===== src/rtl/dual_tag_pkg.sv =====
package dual_tag_pkg;
  // which tag types a bulk clear touches
  typedef struct packed {
    logic lin;
    logic phys;
  } clr_scope_t;

  function automatic clr_scope_t clr_scope(input logic ptag_inv, input logic init,
                                           input logic flush, input logic inv_all);
    clr_scope_t s;
    s.phys = flush | inv_all;
    s.lin  = s.phys | ptag_inv | init;
    return s;
  endfunction
endpackage


===== src/rtl/dtag_store.sv =====
module dtag_store #(
  parameter int SETS_LG = 4,
  parameter int WAYS    = 4,
  parameter int TAG_W   = 20,
  localparam int WAY_W  = $clog2(WAYS),
  localparam int PTR_W  = SETS_LG + WAY_W,
  localparam int ENTRIES = (1 << SETS_LG) * WAYS
) (
  input  logic                  clk_i,
  input  logic                  rst_ni,
  input  logic                  clr_i,
  // port a: higher priority
  input  logic                  wa_en_i,
  input  logic [SETS_LG-1:0]    wa_idx_i,
  input  logic [WAY_W-1:0]      wa_way_i,
  input  logic [TAG_W-1:0]      wa_tag_i,
  input  logic                  wb_en_i,
  input  logic [SETS_LG-1:0]    wb_idx_i,
  input  logic [WAY_W-1:0]      wb_way_i,
  input  logic [TAG_W-1:0]      wb_tag_i,
  input  logic [SETS_LG-1:0]    rd_idx_i,
  output logic [WAYS-1:0][TAG_W-1:0] rd_tag_o,
  output logic [WAYS-1:0]       rd_vld_o
);
  logic [TAG_W-1:0]   tag_q [ENTRIES];
  logic [ENTRIES-1:0] vld_q;
  logic [PTR_W-1:0]   wa_ptr, wb_ptr;

  assign wa_ptr = {wa_idx_i, wa_way_i};
  assign wb_ptr = {wb_idx_i, wb_way_i};

  always_ff @(posedge clk_i or negedge rst_ni) begin
    if (!rst_ni) begin
      vld_q <= '0;
    end else if (clr_i) begin
      vld_q <= '0;
    end else begin
      if (wb_en_i) vld_q[wb_ptr] <= 1'b1;
      if (wa_en_i) vld_q[wa_ptr] <= 1'b1;
    end
  end

  // tags hold no reset; port a written last so it wins
  always_ff @(posedge clk_i) begin
    if (wb_en_i) tag_q[wb_ptr] <= wb_tag_i;
    if (wa_en_i) tag_q[wa_ptr] <= wa_tag_i;
  end

  for (genvar w = 0; w < WAYS; w++) begin : g_rd
    localparam logic [WAY_W-1:0] WSEL = WAY_W'(w);
    assign rd_tag_o[w] = tag_q[{rd_idx_i, WSEL}];
    assign rd_vld_o[w] = vld_q[{rd_idx_i, WSEL}];
  end

  assert_clear_empties_R7: assert property (@(posedge clk_i) disable iff (!rst_ni)
    clr_i |=> (vld_q == '0));

  assert_clear_beats_write_R10: assert property (@(posedge clk_i) disable iff (!rst_ni)
    (clr_i && (wa_en_i || wb_en_i)) |=> ($countones(vld_q) == 0));

  assert_port_b_lands_R3: assert property (@(posedge clk_i) disable iff (!rst_ni)
    (wb_en_i && !clr_i && !(wa_en_i && (wa_ptr == wb_ptr)))
      |=> (vld_q[$past(wb_ptr)] && (tag_q[$past(wb_ptr)] == $past(wb_tag_i))));

  assert_port_a_wins_R11: assert property (@(posedge clk_i) disable iff (!rst_ni)
    (wa_en_i && !clr_i) |=> (vld_q[$past(wa_ptr)] && (tag_q[$past(wa_ptr)] == $past(wa_tag_i))));
endmodule


===== src/rtl/dtag_match.sv =====
module dtag_match #(
  parameter int WAYS   = 4,
  parameter int TAG_W  = 20,
  localparam int WAY_W = $clog2(WAYS)
) (
  input  logic [WAYS-1:0][TAG_W-1:0] tag_i,
  input  logic [WAYS-1:0]            vld_i,
  input  logic [TAG_W-1:0]           key_i,
  output logic                       any_o,
  output logic [WAY_W-1:0]           way_o
);
  logic [WAYS-1:0] match;
  logic [WAYS-1:0] first;

  for (genvar w = 0; w < WAYS; w++) begin : g_cmp
    assign match[w] = vld_i[w] && (tag_i[w] == key_i);
  end

  // lowest way wins
  always_comb begin
    way_o = '0;
    first = '0;
    for (int w = WAYS - 1; w >= 0; w--) begin
      if (match[w]) begin
        way_o = WAY_W'(w);
        first = '0;
        first[w] = 1'b1;
      end
    end
  end

  assign any_o = |match;

  always_comb begin
    assert_first_onehot_R1: assert ($onehot0(first) && (any_o == (first != '0)));
  end
endmodule


===== src/rtl/dual_tag_lookup.sv =====
module dual_tag_lookup
  import dual_tag_pkg::*;
#(
  parameter int IDX_W  = 4,
  parameter int WAYS   = 4,
  parameter int LTAG_W = 20,
  parameter int PTAG_W = 20,
  localparam int WAY_W = $clog2(WAYS)
) (
  input  logic              clk_i,
  input  logic              rst_ni,
  input  logic              req_vld_i,
  input  logic [IDX_W-1:0]  req_idx_i,
  input  logic [LTAG_W-1:0] req_ltag_i,
  input  logic [PTAG_W-1:0] req_ptag_i,
  input  logic              fill_en_i,
  input  logic [IDX_W-1:0]  fill_idx_i,
  input  logic [WAY_W-1:0]  fill_way_i,
  input  logic [LTAG_W-1:0] fill_ltag_i,
  input  logic [PTAG_W-1:0] fill_ptag_i,
  input  logic              ptag_inv_i,
  input  logic              init_i,
  input  logic              flush_i,
  input  logic              inv_all_i,
  output logic              hit_o,
  output logic              lin_hit_o,
  output logic              recover_o,
  output logic [WAY_W-1:0]  hit_way_o,
  output logic              miss_o,
  output logic [IDX_W-1:0]  miss_idx_o
);
  clr_scope_t scope;
  logic [WAYS-1:0][LTAG_W-1:0] lin_tags;
  logic [WAYS-1:0][PTAG_W-1:0] phys_tags;
  logic [WAYS-1:0]             lin_vld, phys_vld;
  logic                        lin_any, phys_any;
  logic [WAY_W-1:0]            lin_way, phys_way;
  logic                        recover;

  assign scope = clr_scope(ptag_inv_i, init_i, flush_i, inv_all_i);

  dtag_store #(.SETS_LG(IDX_W), .WAYS(WAYS), .TAG_W(LTAG_W)) u_lin_store (
    .clk_i    (clk_i),
    .rst_ni   (rst_ni),
    .clr_i    (scope.lin),
    .wa_en_i  (fill_en_i),
    .wa_idx_i (fill_idx_i),
    .wa_way_i (fill_way_i),
    .wa_tag_i (fill_ltag_i),
    .wb_en_i  (recover),
    .wb_idx_i (req_idx_i),
    .wb_way_i (phys_way),
    .wb_tag_i (req_ltag_i),
    .rd_idx_i (req_idx_i),
    .rd_tag_o (lin_tags),
    .rd_vld_o (lin_vld)
  );

  dtag_store #(.SETS_LG(IDX_W), .WAYS(WAYS), .TAG_W(PTAG_W)) u_phys_store (
    .clk_i    (clk_i),
    .rst_ni   (rst_ni),
    .clr_i    (scope.phys),
    .wa_en_i  (fill_en_i),
    .wa_idx_i (fill_idx_i),
    .wa_way_i (fill_way_i),
    .wa_tag_i (fill_ptag_i),
    .wb_en_i  (1'b0),
    .wb_idx_i ('0),
    .wb_way_i ('0),
    .wb_tag_i ('0),
    .rd_idx_i (req_idx_i),
    .rd_tag_o (phys_tags),
    .rd_vld_o (phys_vld)
  );

  dtag_match #(.WAYS(WAYS), .TAG_W(LTAG_W)) u_lin_match (
    .tag_i (lin_tags),
    .vld_i (lin_vld),
    .key_i (req_ltag_i),
    .any_o (lin_any),
    .way_o (lin_way)
  );

  dtag_match #(.WAYS(WAYS), .TAG_W(PTAG_W)) u_phys_match (
    .tag_i (phys_tags),
    .vld_i (phys_vld),
    .key_i (req_ptag_i),
    .any_o (phys_any),
    .way_o (phys_way)
  );

  // physical result only matters on a linear miss
  assign recover    = req_vld_i && !lin_any && phys_any;
  assign lin_hit_o  = req_vld_i && lin_any;
  assign recover_o  = recover;
  assign hit_o      = lin_hit_o || recover;
  assign miss_o     = req_vld_i && !lin_any && !phys_any;
  assign miss_idx_o = miss_o ? req_idx_i : '0;

  always_comb begin
    hit_way_o = '0;
    if (lin_hit_o)    hit_way_o = lin_way;
    else if (recover) hit_way_o = phys_way;
  end

  assert_recover_not_lin_R5: assert property (@(posedge clk_i) disable iff (!rst_ni)
    recover_o |-> (!lin_hit_o && hit_o));

  assert_miss_exclusive_R4: assert property (@(posedge clk_i) disable iff (!rst_ni)
    miss_o |-> (!hit_o && (miss_idx_o == req_idx_i) && (hit_way_o == '0)));

  assert_idle_quiet_R12: assert property (@(posedge clk_i) disable iff (!rst_ni)
    !req_vld_i |-> !(hit_o || miss_o || recover_o || lin_hit_o));

  assert_recovered_hits_R3: assert property (@(posedge clk_i) disable iff (!rst_ni)
    (recover_o && !scope.lin && !(fill_en_i && (fill_idx_i == req_idx_i)))
      |=> ((req_vld_i && (req_idx_i == $past(req_idx_i)) && (req_ltag_i == $past(req_ltag_i)))
           -> lin_hit_o));

  assert_flush_misses_R7: assert property (@(posedge clk_i) disable iff (!rst_ni)
    (scope.phys && !fill_en_i) |=> (req_vld_i -> miss_o));
endmodule


===== config.mk =====
export PLATFORM = sky130hd
export DESIGN_NAME = dual_tag_lookup
export DESIGN_NICKNAME = d
export VERILOG_FILES = /design/src/rtl/dual_tag_pkg.sv /design/src/rtl/dtag_store.sv /design/src/rtl/dtag_match.sv /design/src/rtl/dual_tag_lookup.sv
export SDC_FILE = /design/constraint.sdc
export NUM_CORES = 2
export LEC_CHECK = 0
export BUFFER_PORTS_ARGS = -buffer_cell sky130_fd_sc_hd__buf_2
export CAP_MARGIN = 5
export CORE_UTILIZATION = 55
export DETAILED_ROUTE_END_ITERATION = 12
export GPL_TIMING_DRIVEN = 0
export PLACE_DENSITY = 0.75
export SLEW_MARGIN = 25
export SYNTH_ARGS = -nofsm -noshare
export SYNTH_HDL_FRONTEND = slang
export SYNTH_SLANG_ARGS = --single-unit

===== constraint.sdc =====
create_clock -name clk_i -period 13.43 [get_ports clk_i]
set_input_delay 0.6715 -clock clk_i [delete_from_list [all_inputs] [get_ports clk_i]]
set_output_delay 0.6715 -clock clk_i [all_outputs]
set_load 0.1 [all_outputs]

# Word level (Yosys, flattened, before mapping)
# Memory sizes are Yosys's and may differ from the RTL's.
# Index checks and enable logic that the tools add are counted.
[word_totals] ff_bits=128 memories=2 word_cells=87 ramBits=2560 latchBits=0 in_bits=98 romBits=0 out_inout_bits=10
[classes] bitwise=6 div=0 magnitude_cmp=8 shifts=0 n_mul=0 reduce_logical=19 n_addsub=0 mux=42 eq_ne=8
[memory_table] memory="u_lin_store.tag_q" depth=64 width=20 rd=4 rd_clocked_by_memory_dff=0 write_ports=2 line_no="dtag_store.sv:25" text="logic [TAG_W-1:0] tag_q [ENTRIES];"
[memory_table] memory="u_phys_store.tag_q" depth=64 width=20 rd=4 rd_clocked_by_memory_dff=0 write_ports=1 line_no="dtag_store.sv:25"
[op_table] op="two-way mux 64 bit" count=7
[op_table] op="OR 64 bit" count=3
[op_table] op="equality test 20 bit" count=8
[op_table] op="< comparator 6 x 7 -> 1 bit (second input constant)" count=6
[op_table] op="binary-select mux 1 bit (select 4 bit)" count=8
[op_table] op="two-way mux 2 bit" count=10
[op_table] op="logical AND 1 bit" count=14
[op_table] op="two-way mux 1 bit" count=14
[op_table] op="demux 1 bit (select 6 bit)" count=2
[op_table] op=">= comparator 6 x 1 -> 1 bit (second input constant)" count=2
[op_table] op="OR reduction 4 bit" count=2
[op_table] op="two-way mux 4 bit" count=1
[op_table] op="OR 1 bit" count=3
[op_table] op="zero test 1 bit" count=2
[op_table] op="logical OR 1 bit" count=1

# Depth between registers and ports, before layout
[depth] word_depth=17 ltp_mapped=22 ltp_nobuf=11

# By module
# A second synthesis with hierarchy kept.
[hier_totals] hier_cells=8511 area_unflattened_um2=138472.8
[by_module_without_submodules] mod="dtag_store (u_lin_store)" cells_per_inst=4130 instances=1 area_per_inst_um2=68476.9 seq_area_each_um2=40038.4
[by_module_without_submodules] mod="dtag_store (u_phys_store)" cells_per_inst=4132 instances=1 area_per_inst_um2=68030.2 seq_area_each_um2=40038.4
[by_module_without_submodules] mod="dtag_match" cells_per_inst=116 instances=2 area_per_inst_um2=929.6 seq_area_each_um2=0.0
[by_module_without_submodules] mod="dual_tag_lookup" cells_per_inst=17 instances=1 area_per_inst_um2=106.4 seq_area_each_um2=0.0

# Worst setup path after synthesis
# No wires, ideal clock.
[synth_timing] kind="input-to-reg" start="in req_idx_i[1]" end="mem u_lin_store.tag_q[63][0] (enable)" setup_ns=0.425 path_stages=16 t_arrival_ns=6.820 n_path_buf=6 required_time_ns=13.005 setup_slack_ns=6.185 path_cell_list="buf_2 > buf_4 > buf_6 > buf_4 > buf_2 > clkbuf_1 > mux4_2 > mux4_2 > xor2_1 > nor4_1 > nand4_1 > nor4b_2 > nor4b_2 > nor2b_1 > nand2_1 > o21ai_0"
[synth_rtl] item="from (decl)" line_no="dual_tag_lookup.sv:13" text="input logic [IDX_W-1:0] req_idx_i,"
[synth_rtl] item="to (decl)" line_no="dtag_store.sv:25"

# Worst setup path after layout
[layout_timing] start="in req_idx_i[1]" end="out hit_o"
[layout_between] elab_chain_len=8 word_cells_on_any_way=41 cone_classes="eq/ne: 8; mux: 16; reduce/logical: 15; memory: 2"
[layout_rtl] item="memory (64 x 20 bit) / binary-select mux 1 bit (select 4 bit) (equally long branches)"
[layout_rtl] item="equality test 20 bit / two-way mux 1 bit (equally long branches)" line_no="dtag_match.sv:16, dtag_store.sv:52"
[layout_rtl] item="logical AND 1 bit" line_no="dtag_match.sv:16" text="assign match[w] = vld_i[w] && (tag_i[w] == key_i);"
[layout_rtl] item="OR reduction 4 bit" line_no="dtag_match.sv:32" text="assign any_o = |match;"
[layout_rtl] item="zero test 1 bit" line_no="dual_tag_lookup.sv:93" text="assign recover = req_vld_i && !lin_any && phys_any;"
[layout_rtl] item="logical AND 1 bit (2 in series)" line_no="dual_tag_lookup.sv:93"
[layout_rtl] item="logical OR 1 bit (*)" line_no="dual_tag_lookup.sv:96" text="assign hit_o = lin_hit_o || recover;"
[layout_rtl] item="to (decl)" line_no="dual_tag_lookup.sv:25" text="output logic hit_o,"
# Every way passes the cells marked *; elsewhere a longest branch is shown, timed or not. The select of a mux whose other input is x is not followed.

==> impl_metrics.prom <==
# TYPE chip_impl_metric gauge
chip_impl_info{name="outcome",value="complete, no violations"} 1
chip_impl_metric{name="simple_gate_share_of_the_synthesized_area",unit=""} 0.0520
chip_impl_metric{name="min_period",unit="ns"} 9.67
chip_impl_metric{name="synth_xor_area_frac",unit=""} 0.0108
chip_impl_metric{name="dr.pass1.iters",unit=""} 9
chip_impl_metric{name="yosysUniqueCellTypes",unit=""} 72
chip_impl_metric{name="die_height",unit="um"} 473
chip_impl_metric{name="synthesized_nets",unit=""} 7969
chip_impl_info{name="cell_with_the_most_instances_after_synthesis",value="sky130_fd_sc_hd__edfxtp_1"} 1
chip_impl_info{name="worst-setup-path-type",value="input port to output port"} 1
chip_impl_metric{name="post_synth_mux_area_share",unit=""} 0.213
chip_impl_metric{name="number_of_flops_mapped_to_enable_cells_by_yosys",unit=""} 2560
chip_impl_metric{name="floorplan.die_area",unit="um^2"} 224000
chip_impl_metric{name="fmaxAchievable",unit="MHz"} 103
chip_impl_metric{name="cts_max_path_buffers",unit=""} 4
chip_impl_metric{name="maxSlewViolCount",unit=""} 0
chip_impl_metric{name="grt-ovfl-total",unit=""} 0
chip_impl_metric{name="cts.reportedPaths.clkPinSlew",unit="ns"} 0.06
chip_impl_metric{name="synth-compound-area-share",unit=""} 0.0365
chip_impl_info{name="ys.flop_type",value="sky130_fd_sc_hd__edfxtp_1"} 1
chip_impl_info{name="tritoncts",value="done"} 1
chip_impl_metric{name="totalPowerFinal",unit="mW"} 19.3
chip_impl_metric{name="grt_pass1_wl",unit="um"} 759000
chip_impl_metric{name="syn_area_per_cell",unit="um^2"} 15.5
chip_impl_info{name="synth.top_cells.by_count",value="sky130_fd_sc_hd__edfxtp_1 (2560), sky130_fd_sc_hd__nand2_1 (1105), sky130_fd_sc_hd__mux2_2 (957), sky130_fd_sc_hd__mux2i_1 (794), sky130_fd_sc_hd__clkbuf_1 (522)"} 1
chip_impl_metric{name="detail_route.drc_violations",unit=""} 0
chip_impl_metric{name="ctsHoldBuffers",unit=""} 1
chip_impl_metric{name="r2r_slack",unit="ns"} 6.50
chip_impl_metric{name="power.switching",unit="mW"} 4.80
chip_impl_metric{name="numClockSinks",unit=""} 2688
chip_impl_metric{name="cellInternalPower",unit="mW"} 14.5
chip_impl_metric{name="ff2ff_path_depth",unit=""} 10
chip_impl_metric{name="final_nets",unit=""} 8497
chip_impl_info{name="synth_top_family_by_area",value="multiplexers"} 1
chip_impl_metric{name="timing_worst_slew_pin_value",unit="ns"} 1.32
chip_impl_metric{name="worstPathArrival",unit="ns"} 9.00
chip_impl_metric{name="irDropWorstVdd",unit="mV"} 0.159
chip_impl_metric{name="synth.yosys.seq_area_share",unit=""} 0.657
chip_impl_info{name="worst_setup_path_startpoint",value="req_idx_i[1]"} 1
chip_impl_metric{name="vias_per_std_cell",unit=""} 7.56
chip_impl_metric{name="synth_warnings",unit=""} 0
chip_impl_metric{name="gp_routability_congestion",unit=""} 1.14
chip_impl_metric{name="post_synth_top_area_share",unit=""} 0.630
chip_impl_metric{name="pin_count_of_the_biggest_net_entering_global_routing",unit=""} 88
chip_impl_metric{name="clkLatencyLatePin",unit="ns"} 1.02
chip_impl_metric{name="syn_to_final_growth",unit="%"} 15.6
chip_impl_metric{name="layout.cells.non_filler",unit=""} 11600
chip_impl_metric{name="setup_viol_count_final",unit=""} 0
chip_impl_metric{name="die_w",unit="um"} 473
chip_impl_info{name="yosysTopAreaCell",value="sky130_fd_sc_hd__edfxtp_1"} 1
chip_impl_info{name="grt_setup_unrepaired",value="no"} 1
chip_impl_metric{name="place_ws",unit="ns"} 3.88
chip_impl_metric{name="timing_hold_violations_final",unit=""} 0
chip_impl_metric{name="netlist_instances",unit=""} 7871
chip_impl_metric{name="fraction_of_final_layout_cells_sized_beyond_drive_strength_1",unit=""} 0.275
chip_impl_metric{name="place_inst",unit=""} 11100
chip_impl_metric{name="switching_share",unit=""} 0.249
chip_impl_metric{name="rows",unit=""} 172
chip_impl_metric{name="drt-wirelength-per-cell",unit="um"} 51.2
chip_impl_metric{name="cellLeakagePower",unit="nW"} 49.1
chip_impl_metric{name="maxCapViolations",unit=""} 0
chip_impl_info{name="worst_hold_path_type",value="input port to asynchronous set/reset pin"} 1
chip_impl_metric{name="vias_in_the_first_global_route",unit=""} 79800
chip_impl_info{name="crit_path_launch_type",value="input port"} 1
chip_impl_metric{name="drt_iter0_drc",unit=""} 17900
chip_impl_metric{name="share_clk_of_total_power",unit=""} 0.428
chip_impl_metric{name="route.vias.total",unit=""} 88000
chip_impl_metric{name="clock_buffer_count_from_cts",unit=""} 300
chip_impl_info{name="endpoint_kind",value="output port"} 1
chip_impl_metric{name="seqPwrFrac",unit=""} 0.479
chip_impl_metric{name="grt.total_usage",unit=""} 0.527
chip_impl_info{name="worstReg2RegEnd",value="u_lin_store.tag_q[57][13]"} 1
chip_impl_metric{name="io-pin-count",unit=""} 108
chip_impl_metric{name="core_area",unit="um^2"} 220000
chip_impl_info{name="yosys-top-cells-area",value="sky130_fd_sc_hd__edfxtp_1 (63%), sky130_fd_sc_hd__mux2_2 (8.8%), sky130_fd_sc_hd__mux2i_1 (6.5%)"} 1
chip_impl_metric{name="initial_antenna_violation_count",unit=""} 72
chip_impl_metric{name="finalWirelength",unit="um"} 596000
chip_impl_metric{name="synth-async-reset-ratio",unit=""} 0.0476
chip_impl_metric{name="timing.final.ws_setup",unit="ns"} 3.76
chip_impl_metric{name="power-per-cell-area",unit="nW/um^2"} 137
chip_impl_metric{name="yosys_register_bits",unit=""} 2688
chip_impl_metric{name="final.period_utilization",unit=""} 0.720
chip_impl_metric{name="fin_skew",unit="ns"} 0.0785
chip_impl_metric{name="n_fill_cell",unit=""} 15800
chip_impl_metric{name="critical_path_required",unit="ns"} 12.76
chip_impl_metric{name="place_hpwl",unit="um"} 417000
chip_impl_metric{name="clock_tree.htree_level_count",unit=""} 5
chip_impl_metric{name="final_core_utilization",unit=""} 0.641
chip_impl_metric{name="cell_area_synth",unit="um^2"} 122000
chip_impl_info{name="timing.critical_path.to",value="hit_o"} 1
chip_impl_metric{name="starting_density_of_the_core",unit=""} 0.554
chip_impl_metric{name="post_cts_resized",unit=""} 0
chip_impl_metric{name="synth_fa_ha_area_frac",unit=""} 0
chip_impl_metric{name="cp_max_fo",unit=""} 12
chip_impl_metric{name="pwr-share-comb",unit=""} 0.093
chip_impl_metric{name="cts_setup_buffers",unit=""} 0
chip_impl_metric{name="worst_slew_margin_rel",unit=""} 0.110
chip_impl_metric{name="drt.antenna.violating_nets",unit=""} 0
chip_impl_metric{name="numPortBuffers",unit=""} 54
chip_impl_info{name="timing.rr.start",value="u_lin_store.tag_q[56][18]"} 1
chip_impl_info{name="root_buffer",value="sky130_fd_sc_hd__clkbuf_16"} 1
state kept, by name, summed over array words and instances (netlist names):
name / cells
u_lin_store.tag_q: 1280
u_phys_store.tag_q: 1280
u_lin_store.vld_q: 64
u_phys_store.vld_q: 64
power groups by stage:
| stage | clock (mW) | combinational, mW | sequential, mW |
|---|---|---|---|
| floorplan | 0 | 0.801 | 9.42 |
| global placement | 0 | 1.58 | 9.43 |
| detailed placement | 0 | 1.65 | 9.43 |
| CTS | 8.12 | 1.65 | 9.25 |
| global route | 8.44 | 1.74 | 9.25 |
| finish | 8.27 | 1.79 | 9.25 |
layer usage:
metal / vias up / wire (um) / GRT usage
met5: - / 393 / 0.00692
met4: 38 / 68700 / 0.482
met3: 2828 / 104000 / 0.263
met2: 10100 / 239000 / 0.714
met1: 43800 / 184000 / 0.608
li1: 31300 / - / -
worst min-delay path by stage:
stage	slack, ns	cells after the start	to	startpoint
after global routing	0.24	2	u_phys_store.vld_q[11]	rst_ni
after CTS	0.19	2	u_phys_store.vld_q[7]	rst_ni
after floorplan	0.38	0	u_lin_store.vld_q[0]	rst_ni
after global placement	0.47	1	u_phys_store.vld_q[58]	u_phys_store.vld_q[58]
after detailed placement	0.48	1	u_phys_store.vld_q[6]	u_phys_store.vld_q[6]
final	0.20	2	u_phys_store.vld_q[19]	rst_ni
placed cells by master (no fill, tap or decap), types with 72 or more instances in the layout:
cell,count
sky130_fd_sc_hd__edfxtp_1,2560
sky130_fd_sc_hd__nand2_1,1105
sky130_fd_sc_hd__mux2_2,957
sky130_fd_sc_hd__mux2i_1,794
sky130_fd_sc_hd__clkbuf_1,432
sky130_fd_sc_hd__o22ai_1,348
sky130_fd_sc_hd__mux4_2,320
sky130_fd_sc_hd__clkbuf_16,308
sky130_fd_sc_hd__dfrtp_1,128
sky130_fd_sc_hd__nor2_1,110
sky130_fd_sc_hd__buf_2,109
sky130_fd_sc_hd__buf_16,104
sky130_fd_sc_hd__xnor2_1,98
sky130_fd_sc_hd__clkbuf_2,90
sky130_fd_sc_hd__buf_4,88
sky130_fd_sc_hd__o21a_1,78
sky130_fd_sc_hd__buf_6,72
cell families after synthesis:
| group | count (synthesis) |
|---|---|
| XOR/XNOR | 150 |
| AND/OR/NAND/NOR | 1477 |
| flip-flops | 2688 |
| multiplexers | 2071 |
| AO/OA/AOI/OAI | 689 |
| buffers and inverters | 796 |
worst max-delay path, stage by stage:
cell                      delay, ns
sky130_fd_sc_hd__buf_2         0.09
sky130_fd_sc_hd__buf_2         0.24
sky130_fd_sc_hd__buf_4         0.27
sky130_fd_sc_hd__buf_6         0.21
sky130_fd_sc_hd__buf_4         0.43
sky130_fd_sc_hd__buf_4         0.59
sky130_fd_sc_hd__buf_2         0.90
sky130_fd_sc_hd__buf_2         1.06
sky130_fd_sc_hd__mux4_2        0.54
sky130_fd_sc_hd__mux4_2        0.51
sky130_fd_sc_hd__xnor2_1       0.80
sky130_fd_sc_hd__nand4_1       0.40
sky130_fd_sc_hd__nor4_2        0.87
sky130_fd_sc_hd__nor2_1        0.12
sky130_fd_sc_hd__a31oi_1       0.58
sky130_fd_sc_hd__or2_2         0.21
sky130_fd_sc_hd__buf_2         0.41
per-stage QoR:
stage	cell area [um^2]	hold slack (ns)	setup TNS (ns)
after floorplan	122000	0.376	0
after global placement	126000	0.467	-37.15
after detailed placement	131000	0.475	0
after CTS	141000	0.193	0
after global routing	141000	0.243	0
final	141000	0.203	0
area by class of cell:
class | count | area [um^2] | area share
multi-input cells | 4387 | 38900 | 0.276
repair buffers | 226 | 4410 | 0.0313
diodes | 68 | 170 | 0.00121
clock buffers | 373 | 7990 | 0.0567
flip-flops and latches | 2688 | 80100 | 0.568
well taps | 2958 | 3700 | 0.0263
clock inverters | 148 | 1470 | 0.0104
plain buffers | 774 | 4100 | 0.0291
inverters | 22 | 82.6 | 0.000586
Note: power is estimated with default switching activity, not from simulation.
